==> config.mk <==
export PLATFORM = sky130hd
export DESIGN_NAME = xtal_ref_divider
export DESIGN_NICKNAME = d
export VERILOG_FILES = /design/src/rtl/refdiv_pkg.sv /design/src/rtl/refdiv_fast_stage.sv /design/src/rtl/refdiv_slow_stage.sv /design/src/rtl/xtal_ref_divider.sv
export SDC_FILE = /design/constraint.sdc
export NUM_CORES = 1
export LEC_CHECK = 0
export CORE_MARGIN = 4
export CORE_UTILIZATION = 25
export DETAILED_ROUTE_END_ITERATION = 16
export DONT_BUFFER_PORTS = 1
export PLACE_DENSITY_LB_ADDON = 0.05
export SLEW_MARGIN = 20
export SYNTH_ARGS = -nofsm -noshare
export SYNTH_HDL_FRONTEND = slang
export SYNTH_SLANG_ARGS = --single-unit
==> constraint.sdc <==
create_clock -name clk -period 1.6 [get_ports clk]
set_input_delay 0.32 -clock clk [delete_from_list [all_inputs] [get_ports clk]]
set_output_delay 0.32 -clock clk [all_outputs]
set_load 0.05 [all_outputs]
==> src/rtl/refdiv_pkg.sv <==
package refdiv_pkg;

    // Raster family chosen by the select input.
    typedef enum logic {
        RASTER_NARROW = 1'b0,   // divide by the coarse ratio, 32 kHz fast tick
        RASTER_WIDE   = 1'b1    // divide by the fine ratio, 40 kHz fast tick
    } raster_e;

    // Phases of the fast divider.
    typedef enum logic {
        FP_COUNT    = 1'b0,
        FP_TERMINAL = 1'b1
    } fast_phase_e;

    // Phases of the cascaded slow divider.
    typedef enum logic {
        SP_GATHER = 1'b0,
        SP_FINAL  = 1'b1
    } slow_phase_e;

    function automatic raster_e decode_raster(input logic sel);
        return sel ? RASTER_WIDE : RASTER_NARROW;
    endfunction

    function automatic int unsigned max_u(input int unsigned a, input int unsigned b);
        return (a > b) ? a : b;
    endfunction

endpackage

==> src/rtl/refdiv_fast_stage.sv <==
module refdiv_fast_stage
    import refdiv_pkg::*;
#(
    parameter int unsigned DIV_NARROW = 125,
    parameter int unsigned DIV_WIDE   = 100
) (
    input  logic clk,
    input  logic rst,
    input  logic raster_sel,
    output logic tick
);

    localparam int unsigned DIV_MAX = max_u(DIV_NARROW, DIV_WIDE);
    localparam int unsigned CNT_W   = $clog2(DIV_MAX);

    // The state machine leaves FP_COUNT one count before the last one,
    // so the terminal phase holds the final count of the period.
    localparam logic [CNT_W-1:0] PRE_NARROW = CNT_W'(DIV_NARROW - 2);
    localparam logic [CNT_W-1:0] PRE_WIDE   = CNT_W'(DIV_WIDE - 2);
    localparam logic [CNT_W-1:0] CNT_ONE    = CNT_W'(1);

    fast_phase_e      ph_q,  ph_d;
    logic [CNT_W-1:0] cnt_q, cnt_d;
    raster_e          ras_q, ras_d;

    function automatic logic [CNT_W-1:0] pre_terminal(input raster_e r);
        return (r == RASTER_WIDE) ? PRE_WIDE : PRE_NARROW;
    endfunction

    // State register
    always_ff @(posedge clk) begin
        if (rst) begin
            ph_q  <= FP_COUNT;
            cnt_q <= '0;
            ras_q <= decode_raster(raster_sel);
        end else begin
            ph_q  <= ph_d;
            cnt_q <= cnt_d;
            ras_q <= ras_d;
        end
    end

    // Next-state logic
    always_comb begin
        ph_d  = ph_q;
        cnt_d = cnt_q;
        ras_d = ras_q;
        unique case (ph_q)
            FP_COUNT: begin
                cnt_d = cnt_q + CNT_ONE;
                if (cnt_q == pre_terminal(ras_q)) begin
                    ph_d = FP_TERMINAL;
                end
            end
            FP_TERMINAL: begin
                cnt_d = '0;
                ras_d = decode_raster(raster_sel);
                ph_d  = FP_COUNT;
            end
        endcase
    end

    // Output logic
    always_comb begin
        tick = 1'b0;
        unique case (ph_q)
            FP_COUNT:    tick = 1'b0;
            FP_TERMINAL: tick = 1'b1;
        endcase
    end

endmodule

==> src/rtl/refdiv_slow_stage.sv <==
module refdiv_slow_stage
    import refdiv_pkg::*;
#(
    parameter int unsigned SLOW_RATIO = 32
) (
    input  logic clk,
    input  logic rst,
    input  logic fast_tick,
    output logic slow_tick
);

    localparam int unsigned SL_W = (SLOW_RATIO > 2) ? $clog2(SLOW_RATIO) : 1;
    localparam logic [SL_W-1:0] PRE_LAST = SL_W'(SLOW_RATIO - 2);
    localparam logic [SL_W-1:0] SL_ONE   = SL_W'(1);

    slow_phase_e     ph_q,  ph_d;
    logic [SL_W-1:0] cnt_q, cnt_d;

    // State register
    always_ff @(posedge clk) begin
        if (rst) begin
            ph_q  <= SP_GATHER;
            cnt_q <= '0;
        end else begin
            ph_q  <= ph_d;
            cnt_q <= cnt_d;
        end
    end

    // Next-state logic: advances only on fast ticks
    always_comb begin
        ph_d  = ph_q;
        cnt_d = cnt_q;
        if (fast_tick) begin
            unique case (ph_q)
                SP_GATHER: begin
                    cnt_d = cnt_q + SL_ONE;
                    if (cnt_q == PRE_LAST) begin
                        ph_d = SP_FINAL;
                    end
                end
                SP_FINAL: begin
                    cnt_d = '0;
                    ph_d  = SP_GATHER;
                end
            endcase
        end
    end

    // Output logic: the slow tick rides on the closing fast tick
    always_comb begin
        slow_tick = 1'b0;
        unique case (ph_q)
            SP_GATHER: slow_tick = 1'b0;
            SP_FINAL:  slow_tick = fast_tick;
        endcase
    end

endmodule

==> src/rtl/xtal_ref_divider.sv <==
module xtal_ref_divider #(
    parameter int unsigned DIV_NARROW = 125,
    parameter int unsigned DIV_WIDE   = 100,
    parameter int unsigned SLOW_RATIO = 32
) (
    input  logic clk,
    input  logic rst,
    input  logic raster_sel,
    output logic ref_fast,
    output logic ref_slow
);

    logic fast_tick;

    refdiv_fast_stage #(
        .DIV_NARROW (DIV_NARROW),
        .DIV_WIDE   (DIV_WIDE)
    ) u_fast (
        .clk        (clk),
        .rst        (rst),
        .raster_sel (raster_sel),
        .tick       (fast_tick)
    );

    refdiv_slow_stage #(
        .SLOW_RATIO (SLOW_RATIO)
    ) u_slow (
        .clk        (clk),
        .rst        (rst),
        .fast_tick  (fast_tick),
        .slow_tick  (ref_slow)
    );

    assign ref_fast = fast_tick;

endmodule

==> results_dict.tcl <==
set metrics [dict create \
    outcome "finished clean" \
    routed_via_density 4.47 \
    startpoint_type "register" \
    cts.repair.resized 0 \
    finalNetCount 79 \
    cpPeakStageDelay_ns 0.51 \
    required_ns 1.28 \
    drtIter0Drc 3 \
    cts_hold_buf 0 \
    path_max_fanout 9 \
    final_cell_mix "dfxtp_1, nor2_1, xor2_1, a21oi_1" \
    yosys_register_bits 15 \
    drt_wl_total_um 1120 \
    clock-sinks 15 \
    gp_congestion 0.687 \
    fp.dieArea_sq_um 3360 \
    htreeDepth 1 \
    die_h_um 57.9 \
    slowest_stage "dfxtp_1" \
    worst_pin_slew_ns 0.310 \
    ant_nets 0 \
    tns_ns 0 \
    grt_max_degree 10 \
    cp.arrival_ns 1.16 \
    ctsLongestPathBuffers 2 \
    layout_commonest_cell "dfxtp_1" \
    ioPinCount 5 \
    max_freq_ghz 0.674 \
    cts_root_buf "clkbuf_4" \
    path_cells "and2_2, buf_12" \
    dp_cells 96 \
    min_period_ns 1.48 \
    maxSlewHeadroom_pct 79.3 \
    critPathTopFamily "flip-flops" \
    hold_violations 0 \
    syn-instance-count 66 \
    synth-seq-area-share_pct 49.8 \
    synth_warnings 0 \
    hold_class "in -> reg" \
    portBuffers 0 \
    ir_drop_uv 481 \
    coreArea_sq_um 2300 \
    drc 0 \
    synthDistinctLibCells 23 \
    syn_area_per_cell_sq_um 9.44 \
    p_total_mw 0.630 \
    synth_top_area_cell "dfxtp_1" \
    syn_area_sq_um 623 \
    post_drt_wl_per_cell_um 11.2 \
    syn2layout_area_growth_pct 14.7 \
    grt_use_total_pct 7.46 \
    hpwl_um 828 \
    grt_pass1_wl_um 1920 \
    fin_crit_sh_pct 92.7 \
    numCtsBuffers 3 \
    utilization_pct 31.1 \
    grt_pass1_vias 396 \
    syn_nets 72 \
    pre_cts_ws_ns 0.363 \
    ys_top_cells_by_area "dfxtp_1, xor2_1, ha_1" \
    initial_utilization_pct 27.1 \
    synth_top_cell_area_share_pct 45.0 \
    p_leak_nw 0.252 \
    fin_ws_ns 0.116 \
    grt_antenna_before_repair 0 \
    num_rows 17 \
    clk_latency_ns 0.28 \
    cts_tree "yes" \
    grt-ovfl-total 0 \
    cap_violations 0 \
    powerDensity_nw_per_um2 881 \
    worstSetupPathType "reg -> out" \
    finalClockSkew_ns 0.00399 \
    clk_pin_slew_ns 0.09 \
    final_cells 100 \
    postCtsSetupBuffers 0 \
    die_x_um 57.9 \
    drive_above_1_share_pct 15.3 \
    critPathBufInv 1 \
    vias 447 \
    rsz0062_at_grt "false" \
    critPathCaptureType "primary output" \
    setup_violations 0 \
    report.final.slew_viol_count 0 \
    dr.pass1.iters 4 \
    diodes 0 \
]
[final timing paths]
path	slack, ns	from	end	cells past startpoint
worst max-delay path	0.12	u_fast.ph_q	ref_slow	2
worst min-delay path	0.09	rst	u_slow.ph_q	1
worst max register to register	0.32	u_fast.cnt_q[0]	u_fast.cnt_q[6]	4
worst min register to register	0.49	u_fast.cnt_q[6]	u_fast.ph_q	2
[metrics by stage]
| step | hold WS [ns] | instance area, sq um |
|---|---|---|
| floorplan | 0.389 | 624 |
| global placement | 0.393 | 687 |
| detailed placement | 0.395 | 687 |
| CTS | 0.0760 | 714 |
| global route | 0.0675 | 714 |
| finish | 0.0929 | 714 |
[final cells by class]
| type | instances | area, sq um |
|---|---|---|
| Fill cell | 259 | 1580 |
| Sequential cell | 15 | 310 |
| Multi-Input combinational cell | 48 | 303 |
| Tap cell | 28 | 35.0 |
| Timing Repair Buffer | 2 | 27.5 |
| Clock buffer | 3 | 22.5 |
| Inverter | 3 | 11.3 |
| Clock inverter | 1 | 5.00 |
[sequential cells by signal, indices dropped and copies added (netlist names)]
signal / cells
u_fast.ph_q: 1
u_slow.cnt_q: 5
u_slow.ph_q: 1
u_fast.cnt_q: 7
u_fast.ras_q: 1
[where the power goes]
group / switching (mW) / leakage, nW / internal [mW] / total [mW]
clock network: 0.124 / 0.0177 / 0.0927 / 0.216
registers: 0.00883 / 0.123 / 0.385 / 0.394
logic: 0.0103 / 0.111 / 0.00921 / 0.0195
[cells in the mapped netlist, drive strengths merged]
library cell	n
ha	3
nor3	1
edfxtp	1
xor2	5
nand3	3
clkinv	1
inv	2
xnor2	1
nor3b	2
nor2	10
nand4b	2
a211oi	1
or2	1
and2	2
nand2	4
dfxtp	14
nand4	3
or3	3
o21ai	2
a21oi	5
[routing by layer]
metal | wire (um) | vias to the layer above | GRT usage, %
li1 | - | 240 | -
met4 | 18 | 0 | 1.99
met2 | 420 | 2 | 9.35
met3 | 24 | 2 | 4.01
met5 | 0 | - | 0
met1 | 658 | 203 | 10.8
[logic make-up (layout without fill, tap and decap cells)]
logic type	count (synthesis)	in the layout	share of synthesized area, %
and+or+nand+nor	31	31	27.1
DFF	15	15	49.8
AOI/OAI and AO/OA	8	8	6.83
xor gates and xnor gates	6	6	8.43
adders and majority gates	3	3	6.02
buffers and inverters	3	9	1.81
[worst register-to-register path, stage by stage, from the launching register on]
cell and delay, ns:
dfxtp_1 0.42, ha_1 0.24, nand3_1 0.10, or3_1 0.31, a21oi_1 0.14
Note: power is estimated with default switching activity, not from simulation.
